## src/rtl/ixr_pkg.sv

```systemverilog
package ixr_pkg;
  localparam int DATA_W = 32;

  localparam logic [7:0] OFS_SEL = 8'h00;
  localparam logic [7:0] OFS_WIN = 8'h10;

  localparam logic [31:0] IDX_ID   = 32'h0000_0000;
  localparam logic [31:0] IDX_VER  = 32'h0000_0001;
  localparam logic [31:0] IDX_ARB  = 32'h0000_0002;
  localparam logic [31:0] IDX_TAB0 = 32'h0000_0010;

  localparam int B_VEC_LO = 0;
  localparam int B_DLV_LO = 8;
  localparam int B_DSTM   = 11;
  localparam int B_POL    = 13;
  localparam int B_SVC    = 14;
  localparam int B_TRIG   = 15;
  localparam int B_MASK   = 16;
  localparam int B_DEST_LO = 24; // inside the high half
  localparam int B_ID_LO  = 24;

  typedef enum logic [2:0] {
    TGT_ID, TGT_VER, TGT_ARB, TGT_TAB, TGT_NONE
  } tgt_e;

  function automatic logic size_ok(input logic [3:0] sz);
    return (sz == 4'd4) || (sz == 4'd8);
  endfunction

  function automatic logic [31:0] entry_of(input logic [31:0] sel);
    return (sel - IDX_TAB0) >> 1;
  endfunction

  function automatic logic [31:0] ver_word(input int unsigned npins,
                                           input logic [7:0] code);
    return {8'h00, 8'(npins - 1), 8'h00, code};
  endfunction

  function automatic logic [31:0] lo_reset();
    logic [31:0] v;
    v = '0;
    v[B_MASK] = 1'b1;
    return v;
  endfunction
endpackage

```

## src/rtl/ixr_sel_decode.sv

```systemverilog
module ixr_sel_decode
  import ixr_pkg::*;
#(
  parameter int NPINS = 24,
  localparam int IDX_W = $clog2(NPINS)
) (
  input  logic [31:0]      sel,
  output tgt_e             tgt,
  output logic [IDX_W-1:0] idx,
  output logic             hi
);
  logic [31:0] ent;

  always_comb begin
    ent = entry_of(sel);
    idx = ent[IDX_W-1:0];
    hi  = sel[0];
    if (sel == IDX_ID)       tgt = TGT_ID;
    else if (sel == IDX_VER) tgt = TGT_VER;
    else if (sel == IDX_ARB) tgt = TGT_ARB;
    else if (sel >= IDX_TAB0 && ent < 32'(NPINS)) tgt = TGT_TAB;
    else                     tgt = TGT_NONE;
  end
endmodule

```

## src/rtl/ixr_table.sv

```systemverilog
module ixr_table
  import ixr_pkg::*;
#(
  parameter int NPINS = 24,
  localparam int IDX_W = $clog2(NPINS)
) (
  input  logic                   clk,
  input  logic                   rst_n,
  input  logic                   wr_en,
  input  logic [IDX_W-1:0]       wr_idx,
  input  logic                   wr_hi,
  input  logic [31:0]            wr_data,
  input  logic [NPINS-1:0]       svc_set,
  input  logic [NPINS-1:0]       svc_clr,
  output logic [NPINS-1:0][31:0] tbl_lo,
  output logic [NPINS-1:0][31:0] tbl_hi
);
  for (genvar g = 0; g < NPINS; g++) begin : g_ent
    logic        hit;
    logic [31:0] lo_q, hi_q, lo_n;

    assign hit = wr_en && (wr_idx == IDX_W'(g));

    always_comb begin
      lo_n = lo_q;
      if (svc_set[g]) lo_n[B_SVC] = 1'b1;
      if (svc_clr[g]) lo_n[B_SVC] = 1'b0;
      if (hit && !wr_hi) begin
        lo_n = wr_data;
        lo_n[B_SVC] = 1'b0;
      end
    end

    always_ff @(posedge clk) begin
      if (!rst_n) begin
        lo_q <= lo_reset();
        hi_q <= '0;
      end else begin
        lo_q <= lo_n;
        if (hit && wr_hi) hi_q <= wr_data;
      end
    end

    assign tbl_lo[g] = lo_q;
    assign tbl_hi[g] = hi_q;
  end
endmodule

```

## src/rtl/ixr_readmux.sv

```systemverilog
module ixr_readmux
  import ixr_pkg::*;
#(
  parameter int          NPINS    = 24,
  parameter logic [7:0]  VER_CODE = 8'h11,
  localparam int IDX_W = $clog2(NPINS)
) (
  input  logic [7:0]             off,
  input  logic [31:0]            sel_q,
  input  logic [3:0]             id_q,
  input  tgt_e                   tgt,
  input  logic [IDX_W-1:0]       idx,
  input  logic                   hi,
  input  logic [NPINS-1:0][31:0] tbl_lo,
  input  logic [NPINS-1:0][31:0] tbl_hi,
  output logic [31:0]            word
);
  logic [31:0] win;

  always_comb begin
    unique case (tgt)
      TGT_ID, TGT_ARB: win = {4'h0, id_q, 24'h0};
      TGT_VER:         win = ver_word(NPINS, VER_CODE);
      TGT_TAB:         win = hi ? tbl_hi[idx] : tbl_lo[idx];
      default:         win = '0;
    endcase
    if (off == OFS_SEL)      word = sel_q;
    else if (off == OFS_WIN) word = win;
    else                     word = '0;
  end
endmodule

```

## src/rtl/ind_route_regs.sv

```systemverilog
module ind_route_regs
  import ixr_pkg::*;
#(
  parameter int         NPINS    = 24,
  parameter int         ADDR_W   = 12,
  parameter logic [7:0] VER_CODE = 8'h11,
  localparam int IDX_W = $clog2(NPINS)
) (
  input  logic                  clk,
  input  logic                  rst_n,
  input  logic [ADDR_W-1:0]     bus_addr,
  input  logic                  bus_wr,
  input  logic                  bus_rd,
  input  logic [3:0]            bus_size,
  input  logic [31:0]           bus_wdata,
  output logic [31:0]           bus_rdata,
  input  logic [NPINS-1:0]      svc_set,
  input  logic [NPINS-1:0]      svc_clr,
  output logic [NPINS-1:0][7:0] ent_vector,
  output logic [NPINS-1:0][2:0] ent_dlv_mode,
  output logic [NPINS-1:0]      ent_dst_mode,
  output logic [NPINS-1:0]      ent_polarity,
  output logic [NPINS-1:0]      ent_inservice,
  output logic [NPINS-1:0]      ent_trigger,
  output logic [NPINS-1:0]      ent_mask,
  output logic [NPINS-1:0][7:0] ent_dest,
  output logic                  upd_valid,
  output logic [IDX_W-1:0]      upd_index
);
  // Named internal events, also seen by the bound checker
  logic [7:0]       off;
  logic             wr_ok;
  logic             sel_wr_ev;
  logic             win_wr_ev;
  logic             tab_wr_ev;
  logic             id_wr_ev;
  logic             tab_wr_hi;
  logic [IDX_W-1:0] tab_wr_idx;
  logic [31:0]      sel_q;
  logic [3:0]       id_q;
  tgt_e             tgt;
  logic [31:0]      rd_word;

  logic [NPINS-1:0][31:0] tbl_lo;
  logic [NPINS-1:0][31:0] tbl_hi;

  assign off       = bus_addr[7:0];
  assign wr_ok     = bus_wr && size_ok(bus_size);
  assign sel_wr_ev = wr_ok && (off == OFS_SEL);
  assign win_wr_ev = wr_ok && (off == OFS_WIN);
  assign tab_wr_ev = win_wr_ev && (tgt == TGT_TAB);
  assign id_wr_ev  = win_wr_ev && (tgt == TGT_ID);

  ixr_sel_decode #(.NPINS(NPINS)) dec_i (
    .sel (sel_q),
    .tgt (tgt),
    .idx (tab_wr_idx),
    .hi  (tab_wr_hi)
  );

  ixr_table #(.NPINS(NPINS)) tbl_i (
    .clk     (clk),
    .rst_n   (rst_n),
    .wr_en   (tab_wr_ev),
    .wr_idx  (tab_wr_idx),
    .wr_hi   (tab_wr_hi),
    .wr_data (bus_wdata),
    .svc_set (svc_set),
    .svc_clr (svc_clr),
    .tbl_lo  (tbl_lo),
    .tbl_hi  (tbl_hi)
  );

  ixr_readmux #(.NPINS(NPINS), .VER_CODE(VER_CODE)) rmx_i (
    .off    (off),
    .sel_q  (sel_q),
    .id_q   (id_q),
    .tgt    (tgt),
    .idx    (tab_wr_idx),
    .hi     (tab_wr_hi),
    .tbl_lo (tbl_lo),
    .tbl_hi (tbl_hi),
    .word   (rd_word)
  );

  always_ff @(posedge clk) begin
    if (!rst_n) begin
      sel_q     <= '0;
      id_q      <= '0;
      bus_rdata <= '0;
      upd_valid <= 1'b0;
      upd_index <= '0;
    end else begin
      if (sel_wr_ev) sel_q <= bus_wdata;
      if (id_wr_ev)  id_q  <= bus_wdata[B_ID_LO +: 4];
      if (bus_rd)    bus_rdata <= rd_word;
      upd_valid <= tab_wr_ev;
      if (tab_wr_ev) upd_index <= tab_wr_idx;
    end
  end

  for (genvar g = 0; g < NPINS; g++) begin : g_fld
    assign ent_vector[g]    = tbl_lo[g][B_VEC_LO +: 8];
    assign ent_dlv_mode[g]  = tbl_lo[g][B_DLV_LO +: 3];
    assign ent_dst_mode[g]  = tbl_lo[g][B_DSTM];
    assign ent_polarity[g]  = tbl_lo[g][B_POL];
    assign ent_inservice[g] = tbl_lo[g][B_SVC];
    assign ent_trigger[g]   = tbl_lo[g][B_TRIG];
    assign ent_mask[g]      = tbl_lo[g][B_MASK];
    assign ent_dest[g]      = tbl_hi[g][B_DEST_LO +: 8];
  end
endmodule

```

## config.mk

```make
export PLATFORM = sky130hd
export DESIGN_NAME = ind_route_regs
export DESIGN_NICKNAME = d
export VERILOG_FILES = /design/src/rtl/ixr_pkg.sv /design/src/rtl/ixr_sel_decode.sv /design/src/rtl/ixr_table.sv /design/src/rtl/ixr_readmux.sv /design/src/rtl/ind_route_regs.sv
export SDC_FILE = /design/constraint.sdc
export NUM_CORES = 2
export LEC_CHECK = 0
export BUFFER_PORTS_ARGS = -buffer_cell sky130_fd_sc_hd__buf_2
export CAP_MARGIN = 10
export CORE_MARGIN = 1.5
export CORE_UTILIZATION = 42
export CTS_BUF_LIST = sky130_fd_sc_hd__clkbuf_8
export DETAILED_ROUTE_END_ITERATION = 7
export SYNTH_ARGS = -nofsm -noshare
export SYNTH_HDL_FRONTEND = slang
export SYNTH_SLANG_ARGS = --single-unit
```

## constraint.sdc

```tcl
create_clock -name clk -period 5 [get_ports clk]
set_input_delay 0.5 -clock clk [delete_from_list [all_inputs] [get_ports clk]]
set_output_delay 0.5 -clock clk [all_outputs]
set_load 0.05 [all_outputs]
```

==> metrics.cfg <==
[floorplanning]
coreArea_um2 = 179000
dieArea_um2 = 183000
fp.dieW_um = 428
fp-row-count = 155
dieHeight_um = 428
start_util_pct = 42.4
num_io_pins = 714

[timing]
clock_skew_ps = 53.0
layout_setup_ws_ps = 289
setup_violations = 0
slew_violations = 0
worst_pin_slew_ps = 1220
fin_crit_sh_pct = 94.2
clock.fmax_ghz = 0.212
rsz0062_at_grt = false
fin_crit_ps = 4710
setup_tns_ps = 0
finalHoldViolCount = 0
max_slew_margin_pct = 17.4

[detailed_routing]
drtPass1Iterations = 5
wl_mm = 268
wl_per_cell_um = 27.4
vias_per_cell = 5.65
ant_nets = 0
vias = 55300
drt-initial-drc-count = 4921
drc_errors = 0

[power_and_ir_drop]
powerDensity_nw_per_um2 = 315
vdd_drop_max_uv = 281
p_leak_nw = 41.3

[global_routing]
antenna_found_initial = 15
grt_max_degree = 195
grt_pass1_vias = 54300
grt_overflow = 0
grt.total_usage_pct = 28.4
grt_pass1_wl_mm = 380

[cts]
clkSlewWorstSetupHoldPaths_ps = 60
cts_tree = built
htreeDepth = 5
holdBufCountCts = 83
clkLatencyLatePin_ps = 1070
cts_resized = 0
cts-root-buf = clkbuf_8
post_cts_buffers = 0
cts_inserted_buffers = 296
clockBufferDepth = 4
cts.sinks = 1610

[worst_setup_path]
reg2reg_depth = 11
cp.required_ps = 5930
critPathMaxFanout = 32
cpPeakStageDelay_ps = 720
timing.rr.start = sel_q[5]
r2r_end = tbl_i.g_ent[22].lo_q[14]
critPathLaunchType = register
cp-end-kind = register
rrSetupSlack_ps = 290
cpMaxStageDelayCell = nand3_4
crit_chain = inv_1 -> ha_1 -> or4b_1 -> nor3_1 -> a311oi_1 -> a2111oi_2 -> o21a_4 -> buf_12 -> nand3_4 -> o2111a_1 -> dlygate4sd3_1
crit_type = register to register
cp_data_arrival_time_ps = 5640

[synthesis]
synth_top_cells_by_count = nand2_1 (1718), mux2i_1 (1629), dfxtp_1 (1610), buf_4 (586), clkbuf_1 (420)
synth_top_area_share_pct = 42.5
ys_ff_latch = 1610
synth_nets = 7327
yosysSeqAreaShare_pct = 42.5
syn_inst = 7226
synth.most_common_cell = nand2_1
synthTopCellsByArea = dfxtp_1 (43%), mux2i_1 (22%), mux4_2 (12%), nand2_1 (8.5%), buf_4 (5.8%)
synth_enable_flop_cells = 0
synthArstFlopShare_pct = 0
synth_top_area_cell = dfxtp_1
ys_types = 69
synth_ff_type = dfxtp_1
synth_warnings = 0
avgSynthCellArea_um2 = 10.5
synth_area_um2 = 75800

[outcome]
status = completed

[place]
port_buffers = 709
preCtsSetupSlack_ps = 900
dp_hpwl_mm = 175
gp_congestion = 0.918

[finish]
num-nets-final = 7347
layout.area.seq_um2 = 32200
area.growth.synth_to_final_pct = 9.40
drive_gt1_share_pct = 23.9
utilization_pct = 46.4
multiInputGateArea_um2 = 35900
num-fill-cells = 16700

[hold_path]
hold_depth = 6
min-delay-start = bus_size[1]
hp-class = primary input to register
holdPathEnd = upd_index[3]

[flow_run]
maxCapViolCount = 0

## flip-flops by register name (all words and copies together) (netlist names)
register and flops:
bus_rdata 32, id_q 4, sel_q 32, tbl_i.g_ent.hi_q 768, tbl_i.g_ent.lo_q 768, upd_index 5
upd_valid 1
## layout by cell type, fill, tap and decap left out, types with 60 or more instances in the layout
cell type and count:
buf_2 708, nand2_1 1692, mux2i_1 1629, inv_1 121, a21oi_1 60, dlygate4sd3_1 83
clkbuf_8 369, dfxtp_1 1605, mux4_2 387, buf_4 149
## area by class of cell
type / instances / share of cell area [%]
clock inverters: 116 / 0.675
clock buffers: 369 / 6.13
repair buffers: 966 / 7.25
inverters: 32 / 0.151
multi-input cells: 4340 / 43.3
flip-flops and latches: 1610 / 38.9
well taps: 2355 / 3.55
diodes: 2 / 0.00604
## worst max-delay path by stage
stage / start / end / slack (ps) / depth (start not counted)
after floorplan: sel_q[4] / tbl_i.g_ent[16].hi_q[14] / 1200 / 16
after global routing: sel_q[5] / tbl_i.g_ent[22].lo_q[14] / 150 / 11
after CTS: sel_q[5] / tbl_i.g_ent[22].lo_q[14] / 390 / 11
final: sel_q[5] / tbl_i.g_ent[22].lo_q[14] / 290 / 11
after detailed placement: sel_q[5] / tbl_i.g_ent[22].lo_q[14] / 900 / 10
after global placement: sel_q[5] / tbl_i.g_ent[22].lo_q[14] / 950 / 10
## worst max-delay path, delay by kind of cell (launching register included)
kind / cells / cell delay (ps)
adders and majority gates: 1 / 260
and+or+nand+nor: 3 / 1360
buffers and inverters: 3 / 920
DFF: 1 / 450
AOI/OAI and AO/OA: 4 / 1530
## report_power, final
part	switching, mW	internal, mW
clock	5.66	6.73
sequential	0.0115	12.8
combinational	0.687	0.175
## layer usage
metal	global-route usage [%]	share of wire (%)	wire [um]	vias to the layer above
met2	44.2	45	121000	2254
met1	36.5	41	110000	28000
met4	17.1	6.5	17500	4
li1	-	-	-	24500
met3	5.60	7.0	18800	585
met5	0	0.010	27	-
## kinds of logic after synthesis
group / after synthesis / synth area share, %
multiplexers: 2022 / 33.1
XOR/XNOR: 3 / 0.0347
flip-flops: 1610 / 42.5
AND/OR/NAND/NOR: 2006 / 11.1
buffers and inverters: 1276 / 10.3
adder cells (fa/ha/maj): 1 / 0.0165
AO/OA/AOI/OAI: 308 / 2.88
## stage by stage
step,instance area (um^2),power [mW],hold WS (ps),instances
after CTS,82900,26.3,36.3,9788
final,82900,26.1,94.6,9790
after global routing,82900,26.9,116,9789
after global placement,76400,13.9,442,9220
after detailed placement,76400,13.9,449,9220
after floorplan,75800,13.6,434,7226
Power figures use the tool's default switching activity.
